===== src/rtl/adc_alarm_pkg.sv =====
package adc_alarm_pkg;
  typedef enum logic {
    CMP_ABOVE = 1'b0,
    CMP_BELOW = 1'b1
  } cmp_dir_e;

  localparam int unsigned NUM_CHAN = 2;
  localparam int unsigned CH_UPPER = 0;
  localparam int unsigned CH_LOWER = 1;
endpackage


===== src/rtl/adc_alarm_cmp.sv =====
module adc_alarm_cmp
  import adc_alarm_pkg::*;
#(
  parameter int unsigned DATA_W = 12,
  parameter cmp_dir_e    DIR    = CMP_ABOVE
) (
  input  logic [DATA_W-1:0] sample,
  input  logic [DATA_W-1:0] limit,
  output logic              trip
);
  generate
    if (DIR == CMP_ABOVE) begin : g_above
      assign trip = (sample > limit);
    end else begin : g_below
      assign trip = (sample < limit);
    end
  endgenerate
endmodule


===== src/rtl/adc_alarm_chan.sv =====
module adc_alarm_chan
  import adc_alarm_pkg::*;
#(
  parameter int unsigned DATA_W  = 12,
  parameter int unsigned TRIP_W  = 3,
  parameter cmp_dir_e    DIR     = CMP_ABOVE,
  parameter logic [DATA_W-1:0] RST_LIMIT = '0,
  localparam int unsigned CNT_W = TRIP_W + 1
) (
  input  logic              clk,
  input  logic              rst_n,
  input  logic              cfg_wr,
  input  logic [DATA_W-1:0] cfg_limit,
  input  logic [TRIP_W-1:0] cfg_trips,
  input  logic              cfg_consec,
  input  logic              res_fire,
  input  logic [DATA_W-1:0] res_data,
  input  logic              flag_clr,
  output logic              flag,
  output logic [CNT_W-1:0]  cnt,
  output logic [CNT_W-1:0]  target
);
  localparam logic [CNT_W-1:0] ONE = CNT_W'(1);

  logic [DATA_W-1:0] limit_q;
  logic [TRIP_W-1:0] trips_q;
  logic              consec_q;
  logic [CNT_W-1:0]  cnt_q, cnt_d;
  logic              flag_q;
  logic              trip;
  logic              reach;

  adc_alarm_cmp #(.DATA_W(DATA_W), .DIR(DIR)) cmp_i (
    .sample (res_data),
    .limit  (limit_q),
    .trip   (trip)
  );

  assign target = {1'b0, trips_q} + ONE;

  always_comb begin
    cnt_d = cnt_q;
    reach = 1'b0;
    if (cfg_wr) begin
      cnt_d = '0;
    end else if (res_fire) begin
      if (trip) begin
        if (cnt_q < target) cnt_d = cnt_q + ONE;
        reach = ((cnt_q + ONE) >= target);
      end else if (consec_q) begin
        cnt_d = '0;
      end
    end
  end

  always_ff @(posedge clk) begin
    if (!rst_n) begin
      limit_q  <= RST_LIMIT;
      trips_q  <= '0;
      consec_q <= 1'b0;
      cnt_q    <= '0;
      flag_q   <= 1'b0;
    end else begin
      if (cfg_wr) begin
        limit_q  <= cfg_limit;
        trips_q  <= cfg_trips;
        consec_q <= cfg_consec;
      end
      cnt_q <= cnt_d;
      if (reach)         flag_q <= 1'b1;
      else if (flag_clr) flag_q <= 1'b0;
    end
  end

  assign flag = flag_q;
  assign cnt  = cnt_q;
endmodule


===== src/rtl/adc_thresh_alarm.sv =====
module adc_thresh_alarm
  import adc_alarm_pkg::*;
#(
  parameter int unsigned DATA_W = 12,
  parameter int unsigned TRIP_W = 3,
  localparam int unsigned CNT_W = TRIP_W + 1
) (
  input  logic              clk,
  input  logic              rst_n,
  input  logic              res_valid,
  output logic              res_ready,
  input  logic [DATA_W-1:0] res_data,
  input  logic              gt_wr,
  input  logic [DATA_W-1:0] gt_wr_limit,
  input  logic [TRIP_W-1:0] gt_wr_trips,
  input  logic              gt_wr_consec,
  input  logic              lt_wr,
  input  logic [DATA_W-1:0] lt_wr_limit,
  input  logic [TRIP_W-1:0] lt_wr_trips,
  input  logic              lt_wr_consec,
  input  logic [1:0]        sts_clr,
  input  logic [1:0]        irq_mask,
  output logic              gt_flag,
  output logic              lt_flag,
  output logic              irq
);
  logic                              ready_q;
  logic                              res_fire;
  logic [NUM_CHAN-1:0]               wr_vec;
  logic [NUM_CHAN-1:0][DATA_W-1:0]   limit_vec;
  logic [NUM_CHAN-1:0][TRIP_W-1:0]   trips_vec;
  logic [NUM_CHAN-1:0]               consec_vec;
  logic [NUM_CHAN-1:0]               flag_vec;
  logic [NUM_CHAN-1:0][CNT_W-1:0]    chan_cnt;
  logic [NUM_CHAN-1:0][CNT_W-1:0]    chan_tgt;

  always_ff @(posedge clk) begin
    if (!rst_n) ready_q <= 1'b0;
    else        ready_q <= 1'b1;
  end

  assign res_ready = ready_q;
  assign res_fire  = res_valid & ready_q;

  assign wr_vec     = {lt_wr, gt_wr};
  assign limit_vec  = {lt_wr_limit, gt_wr_limit};
  assign trips_vec  = {lt_wr_trips, gt_wr_trips};
  assign consec_vec = {lt_wr_consec, gt_wr_consec};

  generate
    for (genvar g = 0; g < NUM_CHAN; g++) begin : g_chan
      localparam cmp_dir_e CH_DIR = (g == CH_UPPER) ? CMP_ABOVE : CMP_BELOW;
      localparam logic [DATA_W-1:0] CH_RST = (g == CH_UPPER) ? {DATA_W{1'b1}} : {DATA_W{1'b0}};
      adc_alarm_chan #(
        .DATA_W    (DATA_W),
        .TRIP_W    (TRIP_W),
        .DIR       (CH_DIR),
        .RST_LIMIT (CH_RST)
      ) chan_i (
        .clk        (clk),
        .rst_n      (rst_n),
        .cfg_wr     (wr_vec[g]),
        .cfg_limit  (limit_vec[g]),
        .cfg_trips  (trips_vec[g]),
        .cfg_consec (consec_vec[g]),
        .res_fire   (res_fire),
        .res_data   (res_data),
        .flag_clr   (sts_clr[g]),
        .flag       (flag_vec[g]),
        .cnt        (chan_cnt[g]),
        .target     (chan_tgt[g])
      );
    end
  endgenerate

  assign gt_flag = flag_vec[CH_UPPER];
  assign lt_flag = flag_vec[CH_LOWER];
  assign irq     = |(flag_vec & ~irq_mask);
endmodule


===== config.mk =====
export PLATFORM = sky130hd
export DESIGN_NAME = adc_thresh_alarm
export DESIGN_NICKNAME = d
export VERILOG_FILES = /design/src/rtl/adc_alarm_pkg.sv /design/src/rtl/adc_alarm_cmp.sv /design/src/rtl/adc_alarm_chan.sv /design/src/rtl/adc_thresh_alarm.sv
export SDC_FILE = /design/constraint.sdc
export NUM_CORES = 1
export LEC_CHECK = 0
export BUFFER_PORTS_ARGS = -buffer_cell sky130_fd_sc_hd__buf_4
export CAP_MARGIN = 10
export CORE_MARGIN = 2
export CORE_UTILIZATION = 40
export CTS_BUF_LIST = sky130_fd_sc_hd__clkbuf_8
export DETAILED_ROUTE_END_ITERATION = 8
export GPL_ROUTABILITY_DRIVEN = 0
export GPL_TIMING_DRIVEN = 1
export HOLD_SLACK_MARGIN = 0.06
export PLACE_DENSITY = 0.72
export SLEW_MARGIN = 20
export SYNTH_ARGS = -nofsm -noshare
export SYNTH_HDL_FRONTEND = slang
export SYNTH_SLANG_ARGS = --single-unit

===== constraint.sdc =====
create_clock -name clk -period 1.7 [get_ports clk]
set_input_delay 0 -clock clk [delete_from_list [all_inputs] [get_ports clk]]
set_output_delay 0 -clock clk [all_outputs]
set_load 0.01 [all_outputs]

# Word level (Yosys, flattened, before mapping)
# Cells that the tools add are included.
dict set report word_totals {
  reg_bits 43
  inputBits 53
  output_inout_bits 4
  wordCells 53
}
dict set report op_classes {
  add_sub_neg 4
  magnitude_cmp 6
  n_eq_ne 2
  mux 17
  n_bitwise 4
  reduce_logical 9
}
# op n
set op_table {}
lappend op_table {{4-bit two-way mux} 6}
lappend op_table {{12-bit greater-than comparator} 1}
lappend op_table {{12-bit < comparator} 1}
lappend op_table {{1-bit two-way mux} 11}
lappend op_table {{3-bit by 1-bit adder with 4-bit output (second input constant)} 2}
lappend op_table {{4-bit by 1-bit adder with 4-bit output (second input constant)} 2}
lappend op_table {{4-bit >= comparator} 2}
lappend op_table {{4-bit < comparator} 2}
lappend op_table {{2-bit nonzero test} 4}
lappend op_table {{3-bit AND reduction} 2}
lappend op_table {{2-bit OR reduction} 3}
lappend op_table {{2-bit by 1-bit != test with 1-bit output (second input constant)} 2}
lappend op_table {{2-bit bitwise AND} 1}
lappend op_table {{2-bit inverter} 1}
lappend op_table {{1-bit bitwise AND} 1}
lappend op_table {{1-bit inverter} 1}

# Logic depth before layout (Yosys ltp)
dict set report depth {
  ltp_word 6
  ltp_mapped 9
  depth_no_buf 9
}

# Modules after synthesis
# A second synthesis with hierarchy kept.
dict set report hier_totals {
  hier_cells 302
  area_unflattened_um2 2728.9
}
# module instances cells_each area_each_um2 seq_area_each_um2
set by_module_without_submodules {}
lappend by_module_without_submodules {{adc_alarm_chan at g_chan[1].chan_i} 1 110 1068.5 420.4}
lappend by_module_without_submodules {{adc_alarm_chan at g_chan[0].chan_i} 1 110 1038.5 420.4}
lappend by_module_without_submodules {{adc_alarm_cmp at g_chan[0].chan_i.cmp_i} 1 42 296.5 0.0}
lappend by_module_without_submodules {{adc_alarm_cmp at g_chan[1].chan_i.cmp_i} 1 35 279.0 0.0}
lappend by_module_without_submodules {adc_thresh_alarm 1 5 46.3 20.0}

# Worst setup path before layout
# No wires, ideal clock.
dict set report synth_timing {
  path_kind {register to register}
  from {register g_chan[1].chan_i.trips_q[0]}
  to {register g_chan[1].chan_i.cnt_q[2]}
  setup_time_ps 63
  arrival_ps 1858
  t_required_ps 1637
  slack_ps -221
  path_stages_with_launch 9
  n_path_buf 0
  period_less_slack_ps 1921
  path_cell_list {dfxtp_1 > ha_1 > inv_1 > ha_1 > nor2b_1 > o211ai_1 > a41oi_1 > or4_1 > nand3_1}
}
dict set report synth_via {
  elab_chain_len 4
}
# element line
set synth_lines {}
lappend synth_lines {{start, declared} adc_alarm_chan.sv:26} ;# logic [TRIP_W-1:0] trips_q;
lappend synth_lines {{start signal, assigned} adc_alarm_chan.sv:66} ;# trips_q <= cfg_trips;
lappend synth_lines {{3-bit by 1-bit adder with 4-bit output} adc_alarm_chan.sv:39} ;# assign target = {1'b0, trips_q} + ONE;
lappend synth_lines {{4-bit < comparator} adc_alarm_chan.sv:48} ;# if (cnt_q < target) cnt_d = cnt_q + ONE;
lappend synth_lines {{2-bit by 1-bit != test with 1-bit output (no source line)} --}
lappend synth_lines {{3-bit AND reduction (no source line)} --}
lappend synth_lines {{end signal, assigned} adc_alarm_chan.sv:69} ;# cnt_q <= cnt_d;
lappend synth_lines {{end, declared} adc_alarm_chan.sv:28} ;# logic [CNT_W-1:0] cnt_q, cnt_d;
# Every way passes these cells.
# A chain may end at the register's enable or synchronous reset.

# Final worst setup path
dict set report layout_timing {
  from {register g_chan[1].chan_i.trips_q[1]}
  to {register g_chan[1].chan_i.cnt_q[2]}
}
# Same word-level chain as after synthesis.

==> metrics.txt <==
fillers 469; I/O pin count 57; EDFF count, synth 0; clk_lat worst skew around 0.3 ns; Initial Utilization 41.9%; critical path class register to register; H-tree Lvls 2; setup TNS -2.74 ns; CTS clk-pin slew, worst paths about 0.080 ns; drt pass-1 iters 4; Synth Flop Type dfxtp_1; placed insts 464; first-pass GRT wire length 11.7 mm; failing checks negative setup slack; Mapped Area 2690 um^2; Longest Clk Path Bufs 2; status finished with violations; Non-Filler Instances ~520; initial antenna violation count 0; Area growth syn-to-layout 58.5%; critical path required time ~1.9 ns; GRT Residual Overflow 0; Final Util 66.4%; skew final about 0.0073 ns; mean post-synth cell area approximately 9.0 um^2; fraction of registers with async set/reset 0%; vias per inst a little over 5; Yosys reg bits 43; routed len/inst 13.7 um; leakage power of the design about 2.0 nW; die footprint 7400 um^2; CTS Sinks 43; sequential share of the synthesized area 32.0%; antenna viol nets, final 0; Tot Pwr 2.50 mW; gr usage total 19.7%; worst hold path type input pin to register; Core Area about 6400 um^2; VDD IR max 314 uV; # port buffers 56; final setup fails 10; CP arrival about 2.3 ns; crit end category register; Synth Instances 299; leading cell type in the layout, fill and taps excluded buf_4; minimum clock period ~2.1 ns; Cell Pwr Density 588 nW/um^2; CTS buffer count 5; HPWL Detailed 5.02 mm; Layout Nets ~540; Least-Margin Pin Slew 0.385 ns; Worst slew margin approximately three quarters; share of layout cells above drive strength 1 33.8%; CTS Root Cell clkbuf_8; vias in the first global route 2605; Residual DRC 0; Final WS setup -0.350 ns; CTS tree built; pin count of the biggest net entering global routing 30; drt total wl between 7 and 8 mm; commonest cells after routing, fill and taps aside buf_4, dlygate4sd3_1, inv_1, dfxtp_1, ha_1; Worst setup SP type register; CP Max Fanout 2; Max Freq 488 MHz; Max Cap Violations 0; DP Area 3570 um^2; Die Ht 86.0 um; max-slew violation count 0; period utilization 121%; 1st-iter DRT viols 132; final std cell area, no fill 4260 um^2; Synth cell types 40; vias post-DR 2649; n_diodes 0; die width roughly 86 um; unrepaired setup endpoints after global routing true; Syn Nets 395; Final Hold Vio Count 0; Ys Warns 0; number of cell rows 29
area by class of cell:
| cell class | instances | area, um^2 | area share [%] |
|---|---|---|---|
| repair buffers | 143 | 1180 | 27.6 |
| flip-flops and latches | 43 | 872 | 20.5 |
| inverters | 36 | 138 | 3.23 |
| clock inverters | 1 | 3.75 | 0.0881 |
| multi-input cells | 211 | 1880 | 44.1 |
| well taps | 77 | 96.3 | 2.26 |
| clock buffers | 7 | 96.3 | 2.26 |
worst max-delay path, stage by stage, from the launching register on:
cell and delay (ns):
dfxtp_2 0.34, ha_4 0.27, inv_4 0.04, ha_4 0.20
nor2b_4 0.11, o211ai_1 0.25, buf_4 0.17, a41oi_1 0.11
or4_1 0.43, nand3_1 0.08
kinds of logic after synthesis:
logic type / count (synthesis) / share of synthesized area, %
adders and majority gates: 43 / 20.0
and+or+nand+nor: 89 / 17.9
DFF: 43 / 32.0
muxes: 23 / 8.56
buffers and inverters: 45 / 6.37
xor gates and xnor gates: 5 / 1.63
AOI/OAI and AO/OA: 51 / 13.5
cell usage after synthesis (all sizes together), types with 3 or more instances:
| master | count | area [um^2] |
|---|---|---|
| dfxtp | 43 | 861 |
| ha | 43 | 538 |
| inv | 36 | 135 |
| nor2b | 25 | 156 |
| mux2i | 23 | 230 |
| nand2 | 19 | 71.3 |
| o211ai | 14 | 105 |
| nand3 | 12 | 60.1 |
| a21oi | 11 | 58.8 |
| nor2 | 8 | 30.0 |
| clkbuf | 7 | 26.3 |
| nand4 | 6 | 37.5 |
| nand2b | 5 | 31.3 |
| a21o | 4 | 30.0 |
| o21ai | 4 | 20.0 |
| xnor2 | 4 | 35.0 |
| nor4 | 3 | 18.8 |
| o21a | 3 | 22.5 |
| o22ai | 3 | 18.8 |
worst paths after layout:
path,start,to,slack (ns),cells past startpoint
hold / removal,gt_wr,g_chan[0].chan_i.limit_q[8],0.13,3
hold reg to reg,g_chan[0].chan_i.limit_q[8],g_chan[0].chan_i.limit_q[8],0.52,2
setup / recovery,g_chan[1].chan_i.trips_q[1],g_chan[1].chan_i.cnt[2],-0.35,9
setup reg to reg,g_chan[1].chan_i.trips_q[1],g_chan[1].chan_i.cnt[2],-0.35,9
routing by layer:
metal / GRT usage, % / share of wire, % / vias to the layer above
met5: 0 / 0 / -
met4: 5.92 / 1.9 / 0
met3: 2.89 / 3.8 / 15
met2: 35.2 / 50 / 72
met1: 24.3 / 44 / 1227
li1: - / - / 1335
report_power, final:
part / total [mW] / internal (mW) / switching [mW]
registers: 1.09 / 1.06 / 0.0286
clock network: 0.716 / 0.365 / 0.350
logic: 0.701 / 0.402 / 0.299
total: 2.50 / 1.83 / 0.678
metrics by stage:
| step | hold slack, ns | worst slack, ns |
|---|---|---|
| CTS | 0.126 | -0.247 |
| global route | 0.175 | -0.464 |
| detailed placement | 0.222 | -0.282 |
| finish | 0.134 | -0.350 |
| global placement | 0.215 | -0.275 |
| floorplan | 0.0277 | -0.188 |
state kept, by name, indices dropped and copies added (netlist names):
| signal | flops |
|---|---|
| g_chan.chan_i.flag | 2 |
| g_chan.chan_i.trips_q | 6 |
| g_chan.chan_i.limit_q | 24 |
| g_chan.chan_i.cnt | 8 |
| res_ready | 1 |
| g_chan.chan_i.consec_q | 2 |
what timing repair did:
item | 4_1_cts | 5_1_grt
hold endpoints to repair | 35 | 0
endpoints found under the setup margin | 10 | 10
setup buffers | 2 | 4
gates resized for setup | 15 | 13
hold buffers | 40 | 0
pin swaps | 11 | 9
No activity file was read; power rests on OpenSTA's default activity.
